## src/rtl/i2cm_pkg.sv

```systemverilog
package i2cm_pkg;

    localparam int BYTE_BITS = 8;
    localparam int SLOT_LAST = BYTE_BITS;   // index of the acknowledge slot

    typedef enum logic [3:0] {
        ST_IDLE,
        ST_START,
        ST_ADDR_W,
        ST_REG,
        ST_WDATA,
        ST_RSTART,
        ST_ADDR_R,
        ST_RDATA,
        ST_STOP
    } seq_e;

    typedef struct packed {
        logic       rd;
        logic [6:0] addr;
        logic [7:0] idx;
        logic [7:0] wdata;
    } cmd_t;

    typedef struct packed {
        logic scl;   // 1 = released (high)
        logic sda;   // 1 = released (high)
    } lines_t;

    // Symbols that deliberately move SDA while SCL is high (or idle bus)
    function automatic logic is_cond(input seq_e st);
        return (st == ST_IDLE) || (st == ST_START) ||
               (st == ST_RSTART) || (st == ST_STOP);
    endfunction

    // Acknowledge slots whose NACK aborts the transfer
    function automatic logic ack_checked(input seq_e st);
        return (st == ST_ADDR_W) || (st == ST_REG) || (st == ST_ADDR_R);
    endfunction

    // Line levels for each quarter of the current symbol
    function automatic lines_t line_levels(input seq_e st, input logic [1:0] q,
                                           input logic bitval);
        lines_t l;
        case (st)
            ST_IDLE: begin
                l.scl = 1'b1;
                l.sda = 1'b1;
            end
            ST_START: begin
                l.scl = (q != 2'd3);
                l.sda = (q < 2'd2);
            end
            ST_RSTART: begin
                l.scl = (q == 2'd1) || (q == 2'd2);
                l.sda = (q < 2'd2);
            end
            ST_STOP: begin
                l.scl = (q != 2'd0);
                l.sda = (q >= 2'd2);
            end
            default: begin
                l.scl = (q == 2'd1) || (q == 2'd2);
                l.sda = bitval;
            end
        endcase
        return l;
    endfunction

endpackage

```

## src/rtl/i2cm_qtr_timer.sv

```systemverilog
module i2cm_qtr_timer #(
    parameter int QTR_CYCLES = 125
) (
    input  logic clk,
    input  logic rst,
    input  logic run,
    output logic tick
);
    localparam int CW = (QTR_CYCLES > 1) ? $clog2(QTR_CYCLES) : 1;
    localparam logic [CW-1:0] RELOAD = CW'(QTR_CYCLES - 1);

    logic [CW-1:0] cnt;

    always_ff @(posedge clk) begin
        if (rst || !run) begin
            cnt <= RELOAD;
        end else if (cnt == '0) begin
            cnt <= RELOAD;
        end else begin
            cnt <= cnt - 1'b1;
        end
    end

    assign tick = run && (cnt == '0);

    // quarters are of equal length -> counter steps down by one while running
    a_r8_even_quarters: assert property (@(posedge clk) disable iff (rst)
        (run && cnt != '0) |=> (!run || cnt == $past(cnt) - 1'b1));

endmodule

```

## src/rtl/i2cm_sync.sv

```systemverilog
module i2cm_sync #(
    parameter int STAGES = 2
) (
    input  logic clk,
    input  logic rst,
    input  logic d,
    output logic q
);
    logic [STAGES-1:0] chain;

    for (genvar i = 0; i < STAGES; i++) begin : g_stage
        if (i == 0) begin : g_first
            always_ff @(posedge clk) begin
                if (rst) chain[0] <= 1'b1;
                else     chain[0] <= d;
            end
        end else begin : g_next
            always_ff @(posedge clk) begin
                if (rst) chain[i] <= 1'b1;
                else     chain[i] <= chain[i-1];
            end
        end
    end

    assign q = chain[STAGES-1];

endmodule

```

## src/rtl/i2cm_ctrl.sv

```systemverilog
module i2cm_ctrl
    import i2cm_pkg::*;
(
    input  logic       clk,
    input  logic       rst,
    input  logic       tick,
    input  logic       sda_in,
    input  logic       cmd_start,
    input  cmd_t       cmd_in,
    output logic       busy,
    output lines_t     lines_q,
    output logic [7:0] rd_data,
    output logic       done,
    output logic       ack_err
);
    seq_e       st;
    logic [1:0] q;
    logic [3:0] bitcnt;
    logic [7:0] txsh;
    logic [7:0] rxsh;
    logic       samp;
    cmd_t       cmd_q;
    logic       cond_q;
    logic       bitval;
    logic       sym_end;
    logic       in_ack;

    assign busy    = (st != ST_IDLE);
    assign in_ack  = (bitcnt == 4'(SLOT_LAST));
    assign bitval  = (st == ST_RDATA) || in_ack || txsh[7];
    assign sym_end = tick && (q == 2'd3);

    always_ff @(posedge clk) begin
        if (rst) begin
            st      <= ST_IDLE;
            q       <= 2'd0;
            bitcnt  <= 4'd0;
            txsh    <= 8'h00;
            rxsh    <= 8'h00;
            samp    <= 1'b1;
            cmd_q   <= '0;
            rd_data <= 8'h00;
            done    <= 1'b0;
            ack_err <= 1'b0;
            lines_q <= '{scl: 1'b1, sda: 1'b1};
            cond_q  <= 1'b1;
        end else begin
            done    <= 1'b0;
            lines_q <= line_levels(st, q, bitval);
            cond_q  <= is_cond(st);

            if (st == ST_IDLE && cmd_start) begin
                cmd_q   <= cmd_in;
                st      <= ST_START;
                q       <= 2'd0;
                bitcnt  <= 4'd0;
                ack_err <= 1'b0;
            end

            if (tick) begin
                q <= q + 2'd1;
                if (q == 2'd1) samp <= sda_in;
            end

            if (sym_end) begin
                case (st)
                    ST_START: begin
                        st     <= ST_ADDR_W;
                        txsh   <= {cmd_q.addr, 1'b0};
                        bitcnt <= 4'd0;
                    end
                    ST_RSTART: begin
                        st     <= ST_ADDR_R;
                        txsh   <= {cmd_q.addr, 1'b1};
                        bitcnt <= 4'd0;
                    end
                    ST_ADDR_W, ST_REG, ST_WDATA, ST_ADDR_R: begin
                        if (!in_ack) begin
                            txsh   <= {txsh[6:0], 1'b0};
                            bitcnt <= bitcnt + 4'd1;
                        end else begin
                            bitcnt <= 4'd0;
                            if (samp && ack_checked(st)) begin
                                ack_err <= 1'b1;
                                st      <= ST_STOP;
                            end else begin
                                case (st)
                                    ST_ADDR_W: begin
                                        st   <= ST_REG;
                                        txsh <= cmd_q.idx;
                                    end
                                    ST_REG: begin
                                        if (cmd_q.rd) begin
                                            st <= ST_RSTART;
                                        end else begin
                                            st   <= ST_WDATA;
                                            txsh <= cmd_q.wdata;
                                        end
                                    end
                                    ST_ADDR_R: st <= ST_RDATA;
                                    default:   st <= ST_STOP;
                                endcase
                            end
                        end
                    end
                    ST_RDATA: begin
                        if (!in_ack) begin
                            rxsh   <= {rxsh[6:0], samp};
                            bitcnt <= bitcnt + 4'd1;
                        end else begin
                            rd_data <= rxsh;
                            bitcnt  <= 4'd0;
                            st      <= ST_STOP;
                        end
                    end
                    ST_STOP: begin
                        st   <= ST_IDLE;
                        done <= 1'b1;
                    end
                    default: st <= ST_IDLE;
                endcase
            end
        end
    end

    // inside data/ack bits SDA is frozen while SCL stays high
    a_r2_sda_stable_scl_high: assert property (@(posedge clk) disable iff (rst)
        (lines_q.scl && $past(lines_q.scl) && !cond_q && !$past(cond_q))
            |-> $stable(lines_q.sda));

    // done lasts one cycle and coincides with the return to idle
    a_r6_done_single: assert property (@(posedge clk) disable iff (rst)
        done |=> !done);
    a_r6_done_ends_busy: assert property (@(posedge clk) disable iff (rst)
        done |-> !busy);

    // the accepted command does not change during a transfer
    a_r7_cmd_held: assert property (@(posedge clk) disable iff (rst)
        (busy && $past(busy)) |-> $stable(cmd_q));

    // an abort never happens outside an acknowledge slot of a checked byte
    a_r5_err_from_ack: assert property (@(posedge clk) disable iff (rst)
        $rose(ack_err) |-> (st == ST_STOP && $past(ack_checked(st))));

endmodule

```

## src/rtl/i2cm_reg_master.sv

```systemverilog
module i2cm_reg_master
    import i2cm_pkg::*;
#(
    parameter int QTR_CYCLES  = 125,
    parameter int SYNC_STAGES = 2
) (
    input  logic       clk,
    input  logic       rst,
    input  logic       cmd_start,
    input  logic       cmd_read,
    input  logic [6:0] cmd_addr,
    input  logic [7:0] cmd_reg,
    input  logic [7:0] cmd_wdata,
    input  logic       sda_i,
    output logic       scl_oe,
    output logic       sda_oe,
    output logic [7:0] rd_data,
    output logic       busy,
    output logic       done,
    output logic       ack_err
);
    logic   tick;
    logic   sda_s;
    lines_t lines;
    cmd_t   cmd;

    assign cmd = '{rd: cmd_read, addr: cmd_addr, idx: cmd_reg, wdata: cmd_wdata};

    i2cm_qtr_timer #(.QTR_CYCLES(QTR_CYCLES)) u_timer (
        .clk  (clk),
        .rst  (rst),
        .run  (busy),
        .tick (tick)
    );

    i2cm_sync #(.STAGES(SYNC_STAGES)) u_sync (
        .clk (clk),
        .rst (rst),
        .d   (sda_i),
        .q   (sda_s)
    );

    i2cm_ctrl u_ctrl (
        .clk       (clk),
        .rst       (rst),
        .tick      (tick),
        .sda_in    (sda_s),
        .cmd_start (cmd_start),
        .cmd_in    (cmd),
        .busy      (busy),
        .lines_q   (lines),
        .rd_data   (rd_data),
        .done      (done),
        .ack_err   (ack_err)
    );

    assign scl_oe = ~lines.scl;
    assign sda_oe = ~lines.sda;

    // idle controller leaves both lines released
    a_r10_idle_released: assert property (@(posedge clk) disable iff (rst)
        !busy |-> (!scl_oe && !sda_oe));

endmodule

```

## config.mk

```make
export PLATFORM = sky130hd
export DESIGN_NAME = i2cm_reg_master
export DESIGN_NICKNAME = d
export VERILOG_FILES = /design/src/rtl/i2cm_pkg.sv /design/src/rtl/i2cm_qtr_timer.sv /design/src/rtl/i2cm_sync.sv /design/src/rtl/i2cm_ctrl.sv /design/src/rtl/i2cm_reg_master.sv
export SDC_FILE = /design/constraint.sdc
export NUM_CORES = 1
export LEC_CHECK = 0
export ABC_AREA = 1
export BUFFER_PORTS_ARGS = -buffer_cell sky130_fd_sc_hd__buf_2
export CAP_MARGIN = 20
export CORE_ASPECT_RATIO = 1.25
export CORE_MARGIN = 2
export CORE_UTILIZATION = 54
export DETAILED_ROUTE_END_ITERATION = 8
export PLACE_DENSITY = 0.75
export SYNTH_ARGS = -nofsm -noshare
export SYNTH_HDL_FRONTEND = slang
export SYNTH_SLANG_ARGS = --single-unit
```

## constraint.sdc

```tcl
create_clock -name clk -period 2.7 [get_ports clk]
set_input_delay 0.405 -clock clk [delete_from_list [all_inputs] [get_ports clk]]
set_output_delay 0.405 -clock clk [all_outputs]
set_load 0.05 [all_outputs]
```

# Word level (Yosys, flattened, before mapping)
# Index checks and enable logic that the tools add are counted.
[totals] regBits=72 input_bits=28 output_inout_bits=13 word_cells=95
[op_classes] add_sub_neg=3 magnitude_cmp=2 eq_ne=16 mux=26 bitwise=4 n_reduce_logical=26
[op_table] op="4-bit two-way mux" count=8
[op_table] op="8-bit two-way mux" count=3
[op_table] op="8-bit one-hot mux with 3 select lines" count=1
[op_table] op="4-bit by 3-bit == test with 1-bit output (second input constant)" count=4
[op_table] op="4-bit one-hot mux with 4 select lines" count=1
[op_table] op="8-bit one-hot mux with 2 select lines" count=1
[op_table] op="4-bit one-hot mux with 3 select lines" count=1
[op_table] op="4-bit by 2-bit == test with 1-bit output (second input constant)" count=2
[op_table] op="4-bit == test (second input constant)" count=2
[op_table] op="4-bit != test (second input constant)" count=2
[op_table] op="2-bit one-hot mux with 4 select lines" count=1
[op_table] op="4-bit one-hot mux with 2 select lines" count=1
[op_table] op="7-bit logical NOT" count=1
[op_table] op="1-bit two-way mux" count=7
[op_table] op="7-bit by 1-bit subtractor with 7-bit output (second input constant)" count=1
[op_table] op="1-bit logical OR" count=6
[op_table] op="3-bit AND reduction" count=2
[op_table] op="2-bit OR reduction" count=3
[op_table] op="5-bit AND reduction" count=1
[op_table] op="5-bit OR reduction" count=1
[op_table] op="4-bit by 1-bit adder with 4-bit output (second input constant)" count=1
[op_table] op="2-bit == test (second input constant)" count=2
[op_table] op="4-bit by 1-bit == test with 1-bit output (second input constant)" count=1
[op_table] op="1-bit logical AND" count=4
[op_table] op="other kinds (15)" count=20

# Depth between registers and ports, before layout
# Gate-level depths: netlist of run 1.
[logic_depth] depth_word=8 ltp_mapped=12 ltp_nobuf=11

# Hierarchy
# From an unflattened synthesis of run 1, not the netlist that was laid out.
[hier_totals] hier_cells=486 area_unflattened_um2=3410.8
[by_module_without_submodules] mod="i2cm_ctrl" instances=1 cells_each=428 area_each_um2=2972.9
[by_module_without_submodules] mod="i2cm_qtr_timer" instances=1 cells_each=49 area_each_um2=371.6
[by_module_without_submodules] mod="i2cm_sync" instances=1 cells_each=7 area_each_um2=58.8
[by_module_without_submodules] mod="i2cm_reg_master" instances=1 cells_each=2 area_each_um2=7.5

# Worst setup path after synthesis of run 1
# No wires, ideal clock.
[synth_path] kind="register to register" start="register u_ctrl.st[2]" end="register u_ctrl.txsh[5]" arrival_time_ns=1.464 setup_slack_ns=1.123 path_stages_with_launch=9 n_path_buf=1 path_cell_list="dfxtp_1 nor2_4 nand2_2 nand3_4 nor2_8 buf_12 nand3_2 nand2_1 nor2_2"
[synth_via] word_cells_on_any_way=22
[synth_lines] element="from (decl)" line_no="i2cm_ctrl.sv:16" text="seq_e st;"
[synth_lines] element="from (signal assigned)" line_no="i2cm_ctrl.sv:35" text="st <= ST_IDLE;"
[synth_lines] element="from (signal assigned)" line_no="i2cm_ctrl.sv:54" text="st <= ST_START;"
[synth_lines] element="from (signal assigned)" line_no="i2cm_ctrl.sv:68" text="st <= ST_ADDR_W;"
[synth_lines] element="4-bit nonzero test" line_no="i2cm_ctrl.sv:28" text="assign busy = (st != ST_IDLE);"
[synth_lines] element="net busy" line_no="i2cm_reg_master.sv:18" text="output logic busy,"
[synth_lines] element="1-bit logical AND" line_no="i2cm_qtr_timer.sv:24" text="assign tick = run && (cnt == '0);"
[synth_lines] element="1-bit logical AND" line_no="i2cm_ctrl.sv:31" text="assign sym_end = tick && (q == 2'd3);"
[synth_lines] element="5-bit AND reduction (no source line)"
[synth_lines] element="to (signal assigned)" line_no="i2cm_ctrl.sv:69" text="txsh <= {cmd_q.addr, 1'b0};"
[synth_lines] element="to (signal assigned)" line_no="i2cm_ctrl.sv:74" text="txsh <= {cmd_q.addr, 1'b1};"
[synth_lines] element="to (signal assigned)" line_no="i2cm_ctrl.sv:79" text="txsh <= {txsh[6:0], 1'b0};"
[synth_lines] element="to (decl)" line_no="i2cm_ctrl.sv:19" text="logic [7:0] txsh;"
# The timed path passes the listed nets, and every way through them passes these cells. The select of a mux whose other input is x is not followed.
# A chain may end at the register's enable or synchronous reset.

# Worst setup path in the final report of run 1
[layout_path] start="register u_ctrl.st[2]" end="output port busy"
[layout_via] elab_chain_cells=1
[layout_lines] element="4-bit nonzero test" line_no="i2cm_ctrl.sv:28"
[layout_lines] element="to (decl)" line_no="i2cm_reg_master.sv:18"
# No other way between the ends.

==> results of run 1 <==
-- worst max path at each step --
stage,start,end,slack (ns),cells after the start
after floorplan,u_ctrl.st[2],u_ctrl.txsh[5],1.12,8
after global placement,u_ctrl.bitcnt[0],u_ctrl.rd_data[7],0.87,10
after detailed placement,u_ctrl.bitcnt[0],u_ctrl.rd_data[1],0.81,10
after CTS,u_ctrl.st[2],busy,0.75,3
after global routing,u_ctrl.bitcnt[0],u_ctrl.rd_data[6],0.56,10
final,u_ctrl.st[2],busy,0.75,3
-- registers in the layout, indices dropped and copies added (netlist names) --
name,count
u_ctrl.samp,1
u_ctrl.done,1
u_timer.cnt,7
u_ctrl.bitcnt,4
u_ctrl.lines_q,2
u_ctrl.txsh,8
u_ctrl.cmd_q,24
u_sync.chain,1
u_ctrl.rd_data,8
u_ctrl.st,4
u_ctrl.ack_err,1
u_ctrl.q,2
u_ctrl.rxsh,8
u_sync.q,1
-- logic make-up after synthesis --
family	count (synthesis)	synth area share, %
xor gates and xnor gates	5	1.26
and+or+nand+nor	224	30.1
DFF	72	41.6
adders and majority gates	8	2.89
buffers and inverters	79	9.86
AOI/OAI and AO/OA	90	14.3
-- area by class of cell --
| cell class | instances | share of cell area (%) |
|---|---|---|
| Multi-Input combinational cell | 327 | 42.9 |
| Tap cell | 85 | 2.71 |
| Clock buffer | 9 | 3.16 |
| Timing Repair Buffer | 45 | 6.06 |
| Clock inverter | 7 | 2.46 |
| Sequential cell | 72 | 36.8 |
| Inverter | 61 | 5.97 |
-- through the flow --
step	instances	area (sq um)	util, %	total power [uW]	setup slack [ns]
global placement	590	3700	59.6	1310	0.868
finish	606	3920	63.2	2220	0.755
detailed placement	590	3700	59.6	1310	0.807
floorplan	478	3460	-	1260	1.12
global route	606	3920	63.2	2300	0.562
CTS	606	3920	63.2	2240	0.754
-- layer usage --
layer / GRT usage [%] / up-vias / routed length [um]
li1: - / 1609 / -
met1: 25.0 / 1324 / 3130
met2: 35.3 / 74 / 3370
met3: 3.99 / 15 / 290
met4: 11.8 / 0 / 158
met5: 0 / - / 0
-- placed cells by master, fill, tap and decap left out, types with 2 or more instances in the layout --
cell / n
nand2_1: 109
dfxtp_1: 72
inv_1: 56
a21oi_1: 43
nand3_1: 40
nor2_1: 40
buf_2: 40
o21ai_0: 33
clkbuf_8: 9
a21oi_2: 8
ha_1: 8
nand2_2: 7
nor2_4: 5
nand4_1: 5
buf_4: 5
nor2_2: 4
inv_2: 4
nor3_1: 4
nand3_2: 3
xor2_1: 3
clkinvlp_4: 3
clkinv_4: 2
xnor2_1: 2
or2_2: 2
bufinv_16: 2
-- power by group --
| group | leakage [uW] | internal, uW | switching, uW | total, uW |
|---|---|---|---|---|
| sequential | 0.000587 | 1100 | 13.0 | 1110 |
| clock | 0.000101 | 519 | 415 | 934 |
| combinational | 0.00108 | 60.9 | 111 | 172 |
| total | 0.00177 | 1680 | 539 | 2220 |
==> out/metrics.sh, run 1 <==
YOSYSUNIQUECELLTYPES=37
AVGSYNTHCELLAREA_SQ_UM=7.25
TIMING.FINAL.HOLD_VIOLATIONS=0
TIMING.SETUP.TNS_NS=0
CRITICAL_PATH.SLOWEST_CELL='dfxtp_1'
YS.FLOP_TYPE='dfxtp_1'
R2R_CELL_COUNT=10
CP.ARRIVAL_NS=1.54
POWER_PER_CELL_AREA_nW_PER_UM2=566
CTS_SETUP_BUFFERS=0
MIN_PATH_TYPE='in2reg'
MULTI_INPUT_AREA_SQ_UM=1680
POSTCTSRESIZEDCELLS=0
CPLARGESTDELAYFAMILY='simple AND/OR/NAND/NOR gates'
CRITPATHCAPTURETYPE='output port'
YS_FF_LATCH=72
HOLD_PATH_STARTPOINT='sda_i'
COUNT_OF_FLIP_FLOPS_WITH_A_BUILT_IN_ENABLE_AFTER_SYNTHESIS=0
SLACK_OF_THE_WORST_REG_TO_REG_PATH_NS=0.79
CHAIN_OF_CELLS_FORMING_THE_CRITICAL_PATH='nor2_4 -> nand2_2 -> buf_2'
FIN_WORST_SKEW_NS=0.00716
WIRE_PER_INST_UM=11.5
TRITONCTS='yes'
CLK-INSERTION-DELAY-LATE_NS=0.35
FILLER_CELL_COUNT=584
FINAL_SETUP_FAILS=0
CLOCK_TREE.ROOT_CELL='clkbuf_8'
WHS_ENDPOINT='u_sync.chain[0]'
ASYNC_RESET_FF_SHARE_PCT=0
SYN_TO_FINAL_GROWTH_PCT=13.2
TIMING.HOLD.WORST_PATH_DEPTH=2
SYNTHTOPCELLSBYAREA='dfxtp_1 42%, nand2_1 12%, a21oi_1 6.2%'
N_ANTENNA_CELL=0
GRT_USE_TOTAL_PCT=21.2
SEQ_AREA_FRAC_SYNTH_PCT=41.6
R2R_START='u_ctrl.bitcnt[0]'
GR-TOTAL-OVERFLOW=0
REGISTER_AREA_SQ_UM=1440
MAX_CAP_VIOLS=0
YOSYSTOPAREACELL='dfxtp_1'
ROUTE.DETAILED.DRC=0
DRIVE_ABOVE_1_SHARE_PCT=19.0
CLOCK_SINK_COUNT=72
IR_WORST_VDD_uV=456
VIAS_PER_STD_CELL=4.99
POST_SYNTH_MOST_FREQUENT_CELLS='109 x nand2_1, 72 x dfxtp_1, 56 x inv_1, 43 x a21oi_1'
CLK_PIN_SLEW_NS=0.08
DETAIL_ROUTE.FIRST_PASS.ITERATIONS=4
YOSYSWARNINGS=0
PLACEMENTROWS=32
WORSTPATHBUFFERINVERTERCOUNT=1
WORST_SETUP_PATH_START_KIND='register'
WORSTPATHMAXFANOUT=14
NUM-NETS-FINAL=552
RSZ0062_AT_GRT='no'
YOSYSMOSTFREQUENTCELL='nand2_1'
CORE_REGION_AREA_SQ_UM=6210
HTREE_LEVELS=3
START_UTIL_PCT=55.8
CTS-BUFFERS-INSERTED=9
TOTAL_LEAKAGE_POWER_uW=0.00177
DIEHEIGHT_UM=93.6
CTS_MAX_PATH_BUFFERS=2
VIA_COUNT_OF_THE_FIRST_GLOBAL_ROUTING_PASS=2716
DIE_X_UM=75.6
GRT_PASS1_WL_UM=11600
VIA_COUNT=3022
CRITICAL_PATH.MAX_STAGE_DELAY_NS=0.39
TIMING.CRITICAL_PATH.REQUIRED_NS=2.30
INITIALDRTVIOLATIONCOUNT=97
FIN_MAX_SLEW_VIOS=0
MAX_SLEW.WORST_PIN.SLEW_NS=0.428
WL_UM=6950
HPWLAFTERDP_UM=5060
FP.DIEAREA_SQ_UM=7080
PATH_CLASS='reg2out'
SYNTH_AREA_SQ_UM=3460
GRT_MAX_DEGREE=53
TERMINUS_OF_THE_CRITICAL_FLOP_TO_FLOP_PATH='u_ctrl.rd_data[1]'
RUN_STATUS='completed'
ANT_NETS=0
PORT_BUFFERS=40
SYNTH_FP_NETS=514
SYNTHESIS.INSTANCES=478
HOLD_BUFFERS=0
SLEW-LIMIT-HEADROOM_PCT=71.5
NETLIST.AREA_LEADER.SHARE_PCT=41.6
NUMBER_OF_ANTENNA_VIOLATIONS_AT_THE_FIRST_CHECK_IN_GLOBAL_ROUTING=0
PIN_COUNT=41
PLACE_CONGESTION=0.845
FINALCRITPERIODSHARE_PCT=72.0
FIN_CRIT_NS=1.95
FIN_WORST_HOLD_SLACK_NS=0.237
MAX_FREQ_MHz=514
No activity file was read; power rests on OpenSTA's default activity.
==> run 2: changes to the inputs <==
--- a/config.mk
+++ b/config.mk
@@ -5,14 +5,14 @@
 export SDC_FILE = /design/constraint.sdc
 export NUM_CORES = 1
 export LEC_CHECK = 0
-export ABC_AREA = 1
+export ABC_AREA = 0
 export BUFFER_PORTS_ARGS = -buffer_cell sky130_fd_sc_hd__buf_2
 export CAP_MARGIN = 20
 export CORE_ASPECT_RATIO = 1.25
 export CORE_MARGIN = 2
-export CORE_UTILIZATION = 54
+export CORE_UTILIZATION = 52
 export DETAILED_ROUTE_END_ITERATION = 8
-export PLACE_DENSITY = 0.75
+export PLACE_DENSITY = 0.76
 export SYNTH_ARGS = -nofsm -noshare
 export SYNTH_HDL_FRONTEND = slang
 export SYNTH_SLANG_ARGS = --single-unit
==> constraint.sdc (replaced) <==
create_clock -name clk -period 1.75 [get_ports clk]
set_input_delay 0.2625 -clock clk [delete_from_list [all_inputs] [get_ports clk]]
set_output_delay 0.2625 -clock clk [all_outputs]
set_load 0.05 [all_outputs]
==> out/metrics.sh, run 2 <==
IR_WORST_VDD_uV=661
PRE_CTS_WS_NS=-0.181
GRT_PASS1_WL_UM=13100
SYNTH_FP_NETS=415
TIMING.CRITICAL_PATH.REQUIRED_NS=2.02
LARGEST_REGISTER_FF_COUNT=24
HTREE_LEVELS=3
WORSTPATHMAXFANOUT=7
YOSYSUNIQUECELLTYPES=52
TIMING.SETUP.TNS_NS=-3.03
NUMBER_OF_ANTENNA_VIOLATIONS_AT_THE_FIRST_CHECK_IN_GLOBAL_ROUTING=0
SYNTHTOPCELLSBYAREA='dfxtp_1 44%, nand2_1 8.8%, mux2i_1 7.3%'
SHARE_CLK_OF_TOTAL_POWER_PCT=45.6
ASYNC_RESET_FF_SHARE_PCT=0
COUNT_OF_FLIP_FLOPS_WITH_A_BUILT_IN_ENABLE_AFTER_SYNTHESIS=0
CPLARGESTDELAYFAMILY='buffers and inverters'
VIA_COUNT_OF_THE_FIRST_GLOBAL_ROUTING_PASS=2915
HPWLAFTERDP_UM=5160
CTS-BUFFERS-INSERTED=9
P_SEQ_SHARE_PCT=47.4
FIN_WORST_SKEW_NS=0.00734
SYNTHESIS.INSTANCES=379
CHAIN_OF_CELLS_FORMING_THE_CRITICAL_PATH='inv_2 -> ha_4 -> nor4b_4 -> buf_4 -> nand4b_4 -> a311oi_4 -> buf_6 -> buf_12 -> nor2_4 -> a211oi_2'
DETAIL_ROUTE.FIRST_PASS.ITERATIONS=5
POWER_PER_CELL_AREA_nW_PER_UM2=790
INITIALDRTVIOLATIONCOUNT=172
FAILED_CHECKS='setup timing'
N_ANTENNA_CELL=0
POST_SYNTH_MOST_FREQUENT_CELLS='77 x nand2_1, 72 x dfxtp_1, 37 x a21oi_1, 27 x nor2_1, 24 x mux2i_1'
CLOCK_SINK_COUNT=72
SYN_TO_FINAL_GROWTH_PCT=38.7
CTS_MAX_PATH_BUFFERS=2
DIE_X_UM=75.1
WIRE_PER_INST_UM=15.1
YS_FF_LATCH=72
LAYOUT_COMMONEST_CELL='nand2_1'
VIA_COUNT=3056
DRIVE_ABOVE_1_SHARE_PCT=34.4
PLACEMENTROWS=32
TRITONCTS='yes'
P_INT_uW=2780
DIEHEIGHT_UM=92.8
YOSYSTOPAREACELL='dfxtp_1'
MAX_CAP_VIOLS=0
WORSTPATHBUFFERINVERTERCOUNT=4
YOSYSMOSTFREQUENTCELL='nand2_1'
CLOCK_TREE.ROOT_CELL='clkbuf_8'
GRT_USE_TOTAL_PCT=24.4
FIN_CRIT_NS=1.93
FINALCRITPERIODSHARE_PCT=110
MAX_FREQ_MHz=519
GR-TOTAL-OVERFLOW=0
P_SWITCHING_uW=811
PORT_BUFFERS=40
PATH_CLASS='reg2reg'
FP.DIEAREA_SQ_UM=6970
AVGSYNTHCELLAREA_SQ_UM=8.66
PLACED_AREA_SQ_UM=3860
TOTAL_LEAKAGE_POWER_uW=0.00184
LARGEST-REGISTER='u_ctrl.cmd_q'
CLK_PIN_SLEW_NS=0.08
START_UTIL_PCT=53.6
VIAS_PER_STD_CELL=5.47
WL_UM=8460
PIN_COUNT=41
GRT_MAX_DEGREE=40
POWER_uW=3600
POWER.SWITCHING_FRACTION_PCT=22.6
SLEW-LIMIT-HEADROOM_PCT=69.9
FILLER_CELL_COUNT=442
CORE_REGION_AREA_SQ_UM=6130
SEQ_AREA_FRAC_SYNTH_PCT=43.9
FINAL_SETUP_FAILS=38
FIN_AREA_SQ_UM=4550
NUM-NETS-FINAL=505
NETLIST.AREA_LEADER.SHARE_PCT=43.9
CP.ARRIVAL_NS=2.20
LEADING_CELL_TYPES_IN_THE_LAYOUT_FILL_AND_TAPS_EXCLUDED='75 x nand2_1, 64 x dfxtp_1, 46 x buf_4'
SYNTH_AREA_SQ_UM=3280
ANT_NETS=0
YOSYSWARNINGS=0
YS.FLOP_TYPE='dfxtp_1'
MAX_SLEW.WORST_PIN.SLEW_NS=0.445
ROUTE.DETAILED.DRC=0
RSZ0062_AT_GRT='yes'
WORST_SETUP_PATH_START_KIND='register'
FINAL_CRITICAL_PATH_SETUP_SLACK_NS=-0.177
CLK-INSERTION-DELAY-LATE_NS=0.36
FIN_MAX_SLEW_VIOS=0
MULTI_INPUT_AREA_SQ_UM=1870
CRITICAL_PATH.MAX_STAGE_DELAY_NS=0.33
RUN_STATUS='complete, but fails checks'
PLACE_CONGESTION=0.854
CRITPATHCAPTURETYPE='register'
TIMING.FINAL.HOLD_VIOLATIONS=0
FIN_WORST_HOLD_SLACK_NS=0.0904
COMB_POWER_SHARE_PCT=7.0
MIN_PATH_TYPE='in2reg'
CRITICAL_PATH.SLOWEST_CELL='dfxtp_2'
HOLD_BUFFERS=0
REGISTER_AREA_SQ_UM=1460
==> run 2: path summary, 6_finish.rpt <==
path / from / end / slack, ns / cells past startpoint
worst max-delay path: u_timer.cnt[0] / u_ctrl.txsh[0] / -0.18 / 10
worst min-delay path: sda_i / u_sync.chain[0] / 0.09 / 2
worst max register to register: u_timer.cnt[0] / u_ctrl.txsh[0] / -0.18 / 10
worst min register to register: u_sync.chain[0] / u_sync.q / 0.44 / 1
==> run 2: cell type report <==
type                       count  area share, %
clock buffer                  10           3.02
sequential                    72           32.0
timing repair buffer         104           18.3
tap                           85           2.34
multi-input combinational    272           41.0
inverter                      10          0.825
clock inverter                 6           2.53
==> run 2: cells by family after synthesis <==
group / synth area share, %
muxes: 7.32
adders and majority gates: 3.05
buffers and inverters: 4.42
DFF: 43.9
xor gates and xnor gates: 1.07
and+or+nand+nor: 21.8
AOI/OAI and AO/OA: 18.4
==> run 2: worst reg2reg max path, stage by stage (launching register included) <==
cell      delay, ns
dfxtp_2        0.33
inv_2          0.08
ha_4           0.13
nor4b_4        0.18
buf_4          0.18
nand4b_4       0.14
a311oi_4       0.26
buf_6          0.18
buf_12         0.12
nor2_4         0.03
a211oi_2       0.21
==> run 2: routing by layer <==
metal  vias to the layer above  routed length (um)  track usage [%]
li1                       1498                   -                -
met1                      1421                3540             30.2
met2                       103                4250             38.3
met3                        34                 343             5.11
met4                         0                 319             14.3
met5                         -                   0                0
==> run 2: power groups by stage <==
stage                     Combinational [uW]  Sequential (uW)  Clock, uW
after floorplan                          138             1730          0
after global routing                     279             1710       1730
after CTS                                228             1710       1670
after global placement                   210             1740          0
after detailed placement                 217             1740          0
final                                    252             1700       1640
==> run 2: stage by stage <==
stage	utilization [%]	instances
final	74.3	559
after global routing	74.3	559
after CTS	70.0	546
after detailed placement	63.1	521
after global placement	63.1	521
after floorplan	-	379
==> run 2: what timing repair did <==
action | in CTS | in global routing
gates cloned | 1 | 1
setup buffers | 8 | 12
endpoints found under the hold margin | 0 | 0
setup endpoints to repair | 29 | 53
pin swaps | 6 | 13
gates resized for setup | 23 | 35
